File: config.mk
export PLATFORM = sky130hd
export DESIGN_NAME = tern_addsub
export DESIGN_NICKNAME = d
export VERILOG_FILES = /design/src/rtl/tern_addsub_pkg.sv /design/src/rtl/tern_half_adder.sv /design/src/rtl/tern_full_adder.sv /design/src/rtl/tern_addsub_ctrl.sv /design/src/rtl/tern_addsub_dp.sv /design/src/rtl/tern_addsub.sv
export SDC_FILE = /design/constraint.sdc
export NUM_CORES = 1
export LEC_CHECK = 0
export BUFFER_PORTS_ARGS = -buffer_cell sky130_fd_sc_hd__buf_4
export CAP_MARGIN = 10
export CORE_AREA = 2 2 46 48
export DETAILED_ROUTE_END_ITERATION = 12
export DIE_AREA = 0 0 48 50
export PLACE_DENSITY_LB_ADDON = 0.3
export REMOVE_ABC_BUFFERS = 1
export SLEW_MARGIN = 20
export SYNTH_ARGS = -nofsm -noshare
export SYNTH_HDL_FRONTEND = slang
export SYNTH_SLANG_ARGS = --single-unit
File: constraint.sdc
create_clock -name vclk -period 8.92
set_input_delay 0.892 -clock vclk [all_inputs]
set_output_delay 0.892 -clock vclk [all_outputs]
set_load 0.01 [all_outputs]
File: src/rtl/tern_addsub_pkg.sv
package tern_addsub_pkg;
  typedef logic [1:0] trit_t;

  localparam trit_t TRIT_ZERO = 2'b00;
  localparam trit_t TRIT_ONE  = 2'b01;
  localparam trit_t TRIT_TWO  = 2'b10;
  localparam trit_t TRIT_BAD  = 2'b11;

  // strobes from control to datapath
  typedef struct packed {
    logic doSub;     // complement Y digits
    logic carryIn;   // inject 1 into the low digit
    logic clearOut;  // force outputs to zero
  } ctrlStrobes_t;

  // standard ternary inversion: 2 - t
  function automatic trit_t tritInvert(trit_t t);
    case (t)
      TRIT_ZERO: return TRIT_TWO;
      TRIT_TWO:  return TRIT_ZERO;
      default:   return t;
    endcase
  endfunction

  function automatic trit_t tritMax(trit_t a, trit_t b);
    return (a > b) ? a : b;
  endfunction
endpackage

File: src/rtl/tern_half_adder.sv
module tern_half_adder
  import tern_addsub_pkg::*;
(
  input  trit_t aIn,
  input  trit_t bIn,
  output trit_t sumOut,
  output trit_t carryOut
);
  logic [2:0] total;

  always_comb begin
    total = {1'b0, aIn} + {1'b0, bIn};
    if (total >= 3'd3) begin
      sumOut   = trit_t'(total - 3'd3);
      carryOut = TRIT_ONE;
    end else begin
      sumOut   = trit_t'(total);
      carryOut = TRIT_ZERO;
    end
  end
endmodule

File: src/rtl/tern_full_adder.sv
module tern_full_adder
  import tern_addsub_pkg::*;
(
  input  trit_t aIn,
  input  trit_t bIn,
  input  trit_t cIn,
  output trit_t sumOut,
  output trit_t carryOut
);
  trit_t partSum;
  trit_t carryA;
  trit_t carryB;

  tern_half_adder uHalfA (
    .aIn(aIn), .bIn(bIn), .sumOut(partSum), .carryOut(carryA)
  );
  tern_half_adder uHalfB (
    .aIn(partSum), .bIn(cIn), .sumOut(sumOut), .carryOut(carryB)
  );

  assign carryOut = tritMax(carryA, carryB);

  // digit weight balance of the two half adders plus max-merge
  always_comb begin
    if (aIn != TRIT_BAD && bIn != TRIT_BAD && cIn != TRIT_BAD && cIn != TRIT_TWO)
      assert_digit_balance_R2: assert (int'(aIn) + int'(bIn) + int'(cIn)
                                       == int'(sumOut) + 3 * int'(carryOut))
        else $error("full adder digit balance broken");
  end
endmodule

File: src/rtl/tern_addsub_ctrl.sv
module tern_addsub_ctrl
  import tern_addsub_pkg::*;
#(
  parameter int NTRITS = 2,
  localparam int VecW = 2 * NTRITS
) (
  input  logic [VecW-1:0] xIn,
  input  logic [VecW-1:0] yIn,
  input  trit_t           modeIn,
  output ctrlStrobes_t    strobes,
  output logic            errFlag
);
  logic operandBad;

  always_comb begin
    operandBad = 1'b0;
    for (int i = 0; i < NTRITS; i++) begin
      if (xIn[2*i +: 2] == TRIT_BAD || yIn[2*i +: 2] == TRIT_BAD)
        operandBad = 1'b1;
    end
  end

  always_comb begin
    strobes = '0;
    errFlag = 1'b0;
    if (operandBad) begin
      strobes.clearOut = 1'b1;
      errFlag          = 1'b1;
    end else begin
      case (modeIn)
        TRIT_TWO: ;
        TRIT_ONE: begin
          strobes.doSub   = 1'b1;
          strobes.carryIn = 1'b1;
        end
        default: begin
          strobes.clearOut = 1'b1;
          errFlag          = 1'b1;
        end
      endcase
    end
  end

  // a flagged error never starts a subtraction
  always_comb begin
    if (errFlag)
      assert_err_no_sub_R7: assert (!strobes.doSub && !strobes.carryIn)
        else $error("error state still drives subtract strobes");
  end
endmodule

File: src/rtl/tern_addsub_dp.sv
module tern_addsub_dp
  import tern_addsub_pkg::*;
#(
  parameter int NTRITS = 2,
  localparam int VecW = 2 * NTRITS
) (
  input  logic [VecW-1:0] xIn,
  input  logic [VecW-1:0] yIn,
  input  ctrlStrobes_t    strobes,
  output logic [VecW-1:0] resOut,
  output trit_t           carryOut
);
  logic [VecW-1:0] yEff;
  logic [VecW-1:0] rawSum;
  logic [2*(NTRITS+1)-1:0] chain;

  assign chain[1:0] = strobes.carryIn ? TRIT_ONE : TRIT_ZERO;

  for (genvar i = 0; i < NTRITS; i++) begin : gDigit
    assign yEff[2*i +: 2] = strobes.doSub ? tritInvert(yIn[2*i +: 2]) : yIn[2*i +: 2];

    tern_full_adder uFull (
      .aIn     (xIn[2*i +: 2]),
      .bIn     (yEff[2*i +: 2]),
      .cIn     (chain[2*i +: 2]),
      .sumOut  (rawSum[2*i +: 2]),
      .carryOut(chain[2*(i+1) +: 2])
    );
  end

  assign resOut   = strobes.clearOut ? '0 : rawSum;
  assign carryOut = strobes.clearOut ? TRIT_ZERO : chain[2*NTRITS +: 2];
endmodule

File: src/rtl/tern_addsub.sv
module tern_addsub
  import tern_addsub_pkg::*;
#(
  parameter int NTRITS = 2,
  localparam int VecW = 2 * NTRITS
) (
  input  logic [VecW-1:0] xIn,
  input  logic [VecW-1:0] yIn,
  input  logic [1:0]      modeIn,
  output logic [VecW-1:0] resOut,
  output logic [1:0]      carryOut,
  output logic            errOut
);
  ctrlStrobes_t strobes;

  tern_addsub_ctrl #(.NTRITS(NTRITS)) uCtrl (
    .xIn(xIn), .yIn(yIn), .modeIn(modeIn), .strobes(strobes), .errFlag(errOut)
  );

  tern_addsub_dp #(.NTRITS(NTRITS)) uDp (
    .xIn(xIn), .yIn(yIn), .strobes(strobes), .resOut(resOut), .carryOut(carryOut)
  );

  always_comb begin
    if (errOut)
      assert_err_zero_R8: assert (resOut == '0 && carryOut == TRIT_ZERO)
        else $error("error flag with nonzero outputs");
    assert_carry_binary_R3: assert (carryOut != TRIT_TWO && carryOut != TRIT_BAD)
      else $error("carry trit out of range");
    for (int i = 0; i < NTRITS; i++)
      assert_legal_code_R1: assert (resOut[2*i +: 2] != TRIT_BAD)
        else $error("illegal result code");
    if (!errOut && modeIn == TRIT_ONE && xIn == yIn)
      assert_equal_sub_R6: assert (resOut == '0 && carryOut == TRIT_ONE)
        else $error("equal operands did not cancel");
  end
endmodule

Word level (Yosys, flattened, before mapping)
Cells that the tools add are included.

word-level totals
  bits in registers = 0
  bits of input ports = 10
  output and inout port bits = 7
  logic and storage cells = 50

cells by class
  add/sub/neg operators = 8
  $lt $le $gt $ge = 6
  eq/ne operators = 8
  multiplexer cells = 23
  reductions and logical operators = 5

operators by type and width
  operator               number
  $mux W2                11
  $eq A2 B2 Y1 const B   7
  $ge A3 B2 Y1 const B   4
  $add A2 B2 Y3          3
  $mux W1                9
  $pmux W2 S2            2
  $sub A2 B2 Y2 const B  4
  $gt A2 B2 Y1           2
  $logic_not A2 Y1       2
  $mux W4                1
  $add A2 B1 Y3          1
  $eq A2 B1 Y1 const B   1
  $logic_or A1 B1 Y1     2
  $reduce_or A2 Y1       1

Depth between registers and ports, before layout
Gate-level depths: netlist (run 1).

  depth in word-level cells = 20
  mapped depth = 22
  mapped depth without buffers = 22

Modules after synthesis
From an unflattened synthesis (run 1), not the netlist that was laid out.

unflattened totals
  cells, all modules = 87
  area, all modules = 724.4 um2

by module, submodules not included
  module            times used  cells an instance  area each (um2)  sequential area each (um2)
  tern_half_adder   4           9                  90.1             0.0
  tern_full_adder   2           11                 77.6             0.0
  tern_addsub_dp    1           21                 148.9            0.0
  tern_addsub_ctrl  1           8                  60.1             0.0

Worst setup path after synthesis (run 1)
OpenSTA, ideal clock, no wires.

  path kind = input to output
  from = in yIn[0]
  to = out resOut[2]
  arrival time = 4.733 ns
  data required time = 8.028 ns
  setup slack = 3.295 ns
  stages = 18
  path buffers = 0
  cell sequence = ha_1 -> a211oi_2 -> nand3_2 -> mux2_4 -> fa_1 -> inv_1 -> ha_1 -> nor2b_1 -> o21ai_0 -> ha_1 -> inv_1 -> fa_1 -> nand3_1 -> ha_1 -> inv_1 -> fa_1 -> xor2_1 -> nor2_1

between the ends
  word-level cells in the longest chain between the ends = 18
  elaborated cells between the ends (all ways) = 31
  those cells by class = 7 x add/sub; 5 x order compare; 2 x eq/ne; 15 x mux; 2 x reduce/logical

ends and longest elaborated chain
  element                                               RTL line                                      text
  from (decl)                                           tern_addsub.sv:8                              input logic [VecW-1:0] yIn,
  $eq A2 B2 Y1                                          tern_addsub_ctrl.sv:18                        if (xIn[2*i +: 2] == TRIT_BAD || yIn[2*i +: 2] == TRIT_BAD)
  $logic_or A1 B1 Y1                                    tern_addsub_ctrl.sv:18
  $mux W1 (2 in a row)                                  tern_addsub_ctrl.sv:18
  $mux W2                                               tern_addsub_ctrl.sv:26                        if (operandBad) begin
  $mux W2                                               tern_addsub_dp.sv:20                          assign yEff[2*i +: 2] = strobes.doSub ? tritInvert(yIn[2*i +: 2]) : yIn[2*i +: 2];
  $add A2 B2 Y3                                         tern_half_adder.sv:12                         total = {1'b0, aIn} + {1'b0, bIn};
  $ge A3 B2 Y1 / $sub A2 B2 Y2 (equally long branches)  tern_half_adder.sv:13, tern_half_adder.sv:14
  $mux W2                                               tern_half_adder.sv:13                         if (total >= 3'd3) begin
  $add A2 B1 Y3                                         tern_half_adder.sv:12
  $ge A3 B2 Y1                                          tern_half_adder.sv:13
  $mux W1                                               tern_half_adder.sv:13
  $gt A2 B2 Y1                                          tern_addsub_pkg.sv:26                         return (a > b) ? a : b;
  $mux W2                                               tern_addsub_pkg.sv:26
  $add A2 B2 Y3                                         tern_half_adder.sv:12
  $ge A3 B2 Y1 / $sub A2 B2 Y2 (equally long branches)  tern_half_adder.sv:13, tern_half_adder.sv:14
  $mux W2                                               tern_half_adder.sv:13
  $mux W4 (*)                                           tern_addsub_dp.sv:31                          assign resOut = strobes.clearOut ? '0 : rawSum;
  to (decl)                                             tern_addsub.sv:10                             output logic [VecW-1:0] resOut,

Every way passes the cells marked *; elsewhere a longest branch is shown, timed or not.

Final worst setup path (run 1)
  from = in yIn[0]
  to = out resOut[3]

Same word-level chain as after synthesis.

==> metrics.yaml, run 1 <==
run_status:
  status: "complete, no violations"
power:
  p_per_area_nw_per_um2: 103
  p_sw_uw: 37.6
  switching_share: 0.524
  p_int_uw: 34.2
  seq_power_share: 0
  p_clk_frac: 0
  combPwrFrac: 1.000
  peakVddDrop_mv: 0.0316
  p_leak_uw: 0.000381
  total_power_uw: 71.7
logic_synthesis:
  ys_warn_count: 0
  synth_top_area_share: 0.341
  syn_area_um2: 551
  synthCells: 70
  yosysSeqAreaShare: 0
  synth_area_leaders: "ha_1, fa_1, inv_1"
  yosysUniqueCellTypes: 20
  yosys.area.top_type: "ha_1"
  syn_area_per_cell_um2: 7.86
placement:
  port_buffers: 16
  dpl_cell_area_um2: 697
  dp_hpwl_um: 906
  gp_congestion: 0.748
grt:
  grt_pass1_vias: 476
  grt_max_degree: 7
  antenna_found_initial: 0
  gr-total-overflow: 0
  gr-usage-all-layers: 0.0955
  grt_pass1_wl_um: 1800
floorplan:
  start_util: 0.289
  die_w_um: 48
  placementRows: 16
  dieHeight_um: 50
  io_pins: 17
  core_area_um2: 1900
  dieArea_um2: 2400
sta:
  period_needed_ps: 6070
  final_max_slew_viol_count: 0
  max_clock_freq_mhz: 165
  tns_ps: 0
  rsz0062_at_grt: "no"
  setup_violations: 0
  hold_ws_ps: 2320
  hold_viol: 0
  min_period_over_period: 0.681
finish:
  regArea_um2: 0
  design.seq.count: 0
  antenna_cells: 0
  area_growth_pct: 26.6
  clkbuf_count: 0
  multi_input_area_um2: 490
  final_common_cell: "buf_4"
  postLayoutCellArea_um2: 697
  drive_above_1_share: 0.235
  fin_nets: 116
  fill_cells: 202
  layout_common_cells: "buf_4, ha_1, inv_1, nor2_1, fa_1"
worst_setup_path:
  cp_data_required_time_ps: 8030
  worstSetupStartpointType: "input pin"
  crit_arrival_ps: 5180
  crit_family: "adder cells"
  cp_slowest_cell: "fa_1"
  critPathMostFrequentCell: "ha_1"
  end_kind: "output pin"
  cpPeakStageDelay_ps: 540
  crit_chain: "buf_4 -> ha_1 -> a211oi_2 -> nand3_2 -> mux2_4 -> fa_1 -> inv_1 -> ha_1 -> nor2b_1 -> nand3_1 -> o21ai_0 -> ha_1 -> inv_1 -> fa_1 -> nand3_1 -> ha_1 -> inv_1 -> fa_1 -> nor2_1 -> a21oi_1 -> nor2_1 -> buf_4"
  cp_max_fo: 5
  crit_type: "in2out"
  crit_buf_inv: 5
routing:
  vias: 478
  wl_per_cell_um: 9.02
  drc_errors: 0
  routed_wl_um: 1010
  avgViaCountPerCell: 4.27
  ant_nets: 0
  drtIter0Drc: 8
  drtPass1Iterations: 4
run:
  maxCapViolCount: 0
hold_path:
  holdCritStartpoint: "xIn[1]"
  hold_path.class: "in2out"
  whs_path_depth: 4
  whs_endpoint: "errOut"
clock_network:
  post_cts_resized: 0
  postCtsHoldBufs: 0
  cts_setup_buffers: 0
==> power by group through the flow <==
stage	combinational (µW)	clock, µW	sequential [µW]
floorplan	52.5	0	0
global placement	70.5	0	0
detailed placement	72.2	0	0
CTS	72.8	0	0
global route	83.5	0	0
finish	71.7	0	0
==> cell families (layout without fill, tap and decap cells) <==
kind of cell / after synthesis / count (layout) / share of synthesized area
adders and majority gates: 19 / 19 / 0.486
other: 1 / 1 / 0.00681
AOI/OAI and AO/OA: 11 / 11 / 0.132
muxes: 3 / 3 / 0.0659
and+or+nand+nor: 19 / 19 / 0.168
xor gates and xnor gates: 2 / 2 / 0.0318
buffers and inverters: 15 / 30 / 0.109
==> per-layer routing <==
layer / vias up / GRT usage / wire length, µm
li1: 255 / - / -
met1: 215 / 0.114 / 423
met2: 8 / 0.189 / 559
met3: 0 / 0 / 27
met4: 0 / 0 / 0
met5: - / 0 / 0
==> metrics by stage <==
step	util	setup WS (ps)	cells
2_1_floorplan	-	3300	69
3_3_place_gp	0.366	2880	112
3_5_place_dp	0.366	2850	112
4_1_cts	0.366	2830	112
5_1_grt	0.366	2510	112
6_report	0.366	2850	112
==> cells in the mapped netlist (all sizes together) <==
master	n
ha	15
inv	14
nor2	9
fa	4
a21oi	3
nand2	3
nand3	3
o21a	3
o21ai	3
a211oi	2
mux2	2
nand3b	2
nor2b	2
xor2	2
buf	1
conb	1
mux2i	1
==> worst max-delay path by stage <==
stage | end | from | cells past startpoint | slack, ps
2_1_floorplan | resOut[2] | yIn[0] | 18 | 3300
3_3_place_gp | resOut[3] | yIn[0] | 22 | 2880
3_5_place_dp | resOut[3] | yIn[0] | 22 | 2850
4_1_cts | resOut[3] | yIn[0] | 22 | 2830
5_1_grt | resOut[3] | yIn[0] | 22 | 2510
6_report | resOut[3] | yIn[0] | 22 | 2850
==> area by class of cell <==
class	instances	share of cell area
Inverter	14	0.0754
Multi-Input combinational cell	55	0.704
Tap cell	27	0.0485
Timing Repair Buffer	16	0.172
No activity file was read; power rests on OpenSTA's default activity.
==> inputs of run 2 (changes only) <==
==> constraint.sdc (replaced) <==
create_clock -name vclk -period 5.35
set_input_delay 0.535 -clock vclk [all_inputs]
set_output_delay 0.535 -clock vclk [all_outputs]
set_load 0.01 [all_outputs]
==> metrics.yaml, run 2 (synthesized netlist as in run 1, its figures left out) <==
finish:
  drive_above_1_share: 0.333
  clkbuf_count: 0
  design.seq.count: 0
  area_growth_pct: 36.1
  regArea_um2: 0
  fin_nets: 121
  layout_common_cells: "buf_4, ha_1, inv_1, nor2_1"
  final_common_cell: "buf_4"
  antenna_cells: 0
run_status:
  status: "complete, no violations"
grt:
  antenna_found_initial: 0
  gr-total-overflow: 0
  grt_pass1_wl_um: 1770
  grt_max_degree: 7
  grt_pass1_vias: 505
  gr-usage-all-layers: 0.0946
worst_setup_path:
  crit_type: "in2out"
  critPathMostFrequentCell: "ha_1"
  end_kind: "output pin"
  crit_chain: "buf_4 -> ha_1 -> a211oi_2 -> nand3_2 -> o21a_1 -> ha_1 -> inv_1 -> fa_1 -> inv_2 -> ha_2 -> nor2b_4 -> nand3_1 -> o21ai_0 -> ha_1 -> inv_1 -> fa_2 -> nand3_1 -> ha_1 -> inv_1 -> fa_2 -> nor2_1 -> a21oi_1 -> nor2_1 -> buf_4"
  cp_data_required_time_ps: 4820
  cp_max_fo: 5
  worstSetupStartpoint: "yIn[2]"
  crit_family: "adder cells"
  worstSetupStartpointType: "input pin"
  crit_arrival_ps: 4580
  crit_buf_inv: 6
  cpPeakStageDelay_ps: 550
  cp_slowest_cell: "fa_2"
routing:
  wl_met2_um: 563
  wl_per_cell_um: 8.77
  wl_met1_um: 448
  vias: 505
  ant_nets: 0
  drc_errors: 0
  drtIter0Drc: 3
  drtPass1Iterations: 4
  routed_wl_um: 1030
  top_layer_used: "met3"
  dr_wl_met3_um: 14
  avgViaCountPerCell: 4.32
sta:
  final_max_slew_viol_count: 0
  tns_ps: 0
  hold_ws_ps: 1620
  hold_viol: 0
  max_clock_freq_mhz: 196
  min_period_over_period: 0.956
  period_needed_ps: 5110
  setup_violations: 0
power:
  peakVddDrop_mv: 0.122
  total_power_uw: 135
  p_leak_uw: 0.000408
  p_per_area_nw_per_um2: 180
clock_network:
  postCtsHoldBufs: 0
floorplan:
  dieHeight_um: 50
  core_area_um2: 1900
  io_pins: 17
  die_w_um: 48
  placementRows: 16
  start_util: 0.289
  dieArea_um2: 2400
placement:
  gp_congestion: 0.727
  port_buffers: 16
  dp_hpwl_um: 913
hold_path:
  hold_path.class: "in2out"
  holdCritStartpoint: "xIn[1]"
run:
  maxCapViolCount: 0
[run 2: repair_timing]
item                                    in CTS  in global routing
gates resized for setup                      0                  6
endpoints found under the setup margin       0                  3
buffers inserted                             0                  2
[run 2: layer usage]
metal	vias up	GRT usage
li1	263	-
met2	8	0.191
met5	-	0
met1	234	0.109
met4	0	0
met3	0	0
[run 2: per-stage QoR]
step                       util  instance area (µm²)  setup WS [ps]  instances
after floorplan               -                  543            439         69
after global placement    0.378                  719            121        115
after detailed placement  0.378                  719            110        115
after CTS                 0.378                  719           78.5        115
after global routing      0.394                  749          -9.88        117
final                     0.394                  749            238        117
[run 2: power breakdown]
part | switching, µW | total, µW | internal (µW)
Clock | 0 | 0 | 0
Combinational | 66.2 | 135 | 69.0
Sequential | 0 | 0 | 0
Total | 66.2 | 135 | 69.0
[run 2: worst min-delay path, delay by kind of cell]
kind | cells | cell delay [ps]
simple gates | 1 | 220
compound gates | 1 | 60
buf+inv | 2 | 260
[run 2: final timing paths]
| path | to | slack, ps | cells past startpoint |
|---|---|---|---|
| worst max-delay path | resOut[3] | 240 | 24 |
| worst min-delay path | errOut | 1620 | 4 |
[run 2: area by class of cell]
| type | instances | area [µm²] |
|---|---|---|
| Fill cell | 210 | 1150 |
| Inverter | 14 | 52.6 |
| Multi-Input combinational cell | 55 | 505 |
| Tap cell | 27 | 33.8 |
| Timing Repair Buffer | 21 | 158 |
==> inputs of run 3 (changes only) <==
--- a/config.mk
+++ b/config.mk
@@ -12,7 +12,7 @@
 export DIE_AREA = 0 0 48 50
 export PLACE_DENSITY_LB_ADDON = 0.3
 export REMOVE_ABC_BUFFERS = 1
-export SLEW_MARGIN = 20
+export SLEW_MARGIN = 10
 export SYNTH_ARGS = -nofsm -noshare
 export SYNTH_HDL_FRONTEND = slang
 export SYNTH_SLANG_ARGS = --single-unit
==> constraint.sdc (replaced) <==
create_clock -name vclk -period 5.35
set_input_delay 1.07 -clock vclk [all_inputs]
set_output_delay 1.07 -clock vclk [all_outputs]
set_load 0.01 [all_outputs]
==> metrics.yaml, run 3 (synthesized netlist as in run 1, its figures left out) <==
worst_setup_path:
  end_kind: "output pin"
  worstSetupStartpointType: "input pin"
  worstSetupStartpoint: "yIn[1]"
  cp_max_fo: 4
  crit_arrival_ps: 4930
  crit_type: "in2out"
  cp_data_required_time_ps: 4280
routing:
  avgViaCountPerCell: 4.34
  drtPass1Iterations: 3
  routed_wl_um: 1540
  ant_nets: 0
  wl_per_cell_um: 10.8
  drc_errors: 0
  drtIter0Drc: 6
  vias: 620
finish:
  drive_above_1_share: 0.629
  layout_common_cells: "buf_4, ha_1, inv_1, nor2_1, inv_2"
  antenna_cells: 0
  area_growth_pct: 93.0
  clkbuf_count: 0
  design.seq.count: 0
  fin_cells: 143
  fill_cells: 170
  final_common_cell: "buf_4"
  fin_nets: 147
  regArea_um2: 0
  multi_input_area_um2: 601
  fin_util: 0.559
  postLayoutCellArea_um2: 1060
power:
  seq_power_share: 0
  combPwrFrac: 1.000
  p_sw_uw: 90.4
  p_int_uw: 115
  p_leak_uw: 0.000546
  peakVddDrop_mv: 0.174
  p_clk_frac: 0
  p_per_area_nw_per_um2: 193
  switching_share: 0.440
clock_network:
  postCtsHoldBufs: 0
floorplan:
  core_area_um2: 1900
  io_pins: 17
  start_util: 0.289
  dieHeight_um: 50
  die_w_um: 48
  dieArea_um2: 2400
  placementRows: 16
run_status:
  violations: "negative setup slack"
  status: "finished with violations"
placement:
  port_buffers: 16
  gp_congestion: 0.676
  dpl_cell_area_um2: 862
  dp.cells: 134
  dp_hpwl_um: 1090
sta:
  rsz0062_at_grt: "yes"
  final_max_slew_viol_count: 0
  hold_viol: 0
  setup_violations: 3
  min_period_over_period: 1.12
  period_needed_ps: 6000
  max_clock_freq_mhz: 167
  fin_ws_ps: -646
run:
  maxCapViolCount: 0
hold_path:
  hold_path.class: "in2out"
  holdCritStartpoint: "xIn[2]"
grt:
  grt_pass1_vias: 602
  grt_pass1_wl_um: 2330
  gr-total-overflow: 0
  gr-usage-all-layers: 0.127
  grt_max_degree: 7
  antenna_found_initial: 0
[run 3: changes by cell type in the layout (fill, tap and decap cells not counted), moves of 5 or more]
cell   previous run  this run
buf_4            21        43
ha_1             14         9
ha_4              0         5
inv_1            13         8
inv_2             1         6
[run 3: per-layer routing]
metal,vias to the layer above,GRT usage,wire length (µm)
met5,-,0,0
met4,0,0,0
met3,0,0.00366,29
met2,8,0.262,894
met1,297,0.139,614
li1,315,-,-
[run 3: worst paths after layout]
kind	end	slack, ps	depth (start not counted)
max	resOut[3]	-650	22
min	errOut	2690	4
[run 3: through the flow]
| step | setup TNS (ps) | hold slack, ps | worst slack (ps) | total power (µW) |
|---|---|---|---|---|
| after floorplan | -1800 | 2400 | -631 | 87.5 |
| after global placement | -2960 | 2690 | -879 | 149 |
| after detailed placement | -3260 | 2690 | -967 | 155 |
| after CTS | -1660 | 2690 | -612 | 186 |
| after global routing | -2400 | 2740 | -794 | 229 |
| final | -1660 | 2690 | -646 | 206 |
[run 3: power groups by stage]
stage	clock network (µW)	registers [µW]	logic (µW)
finish	0	0	206
detailed placement	0	0	155
global placement	0	0	149
CTS	0	0	186
floorplan	0	0	87.5
global route	0	0	229
[run 3: area by class of cell]
type,count,share of cell area
Multi-Input combinational cell,55,0.565
Inverter,14,0.0495
Timing Repair Buffer,47,0.353
Tap cell,27,0.0318
[run 3: repair_timing]
action	in CTS	in global routing
gates resized for setup	22	14
setup buffers	8	1
pin swaps	15	14
setup endpoints to repair	5	5
[run 3: critical path, stage by stage]
cell and delay, ps:
buf_8 100, ha_4 150, a211oi_4 240, nand3_2 140
mux2_4 320, fa_1 540, inv_2 60, ha_4 160
nor2b_4 160, nand3_2 100, o21ai_2 90, ha_4 230
inv_2 60, fa_2 210, nand3_2 80, ha_4 280
inv_2 40, fa_2 560, nor2_2 40, a21oi_2 100
nor2_1 50, buf_4 150
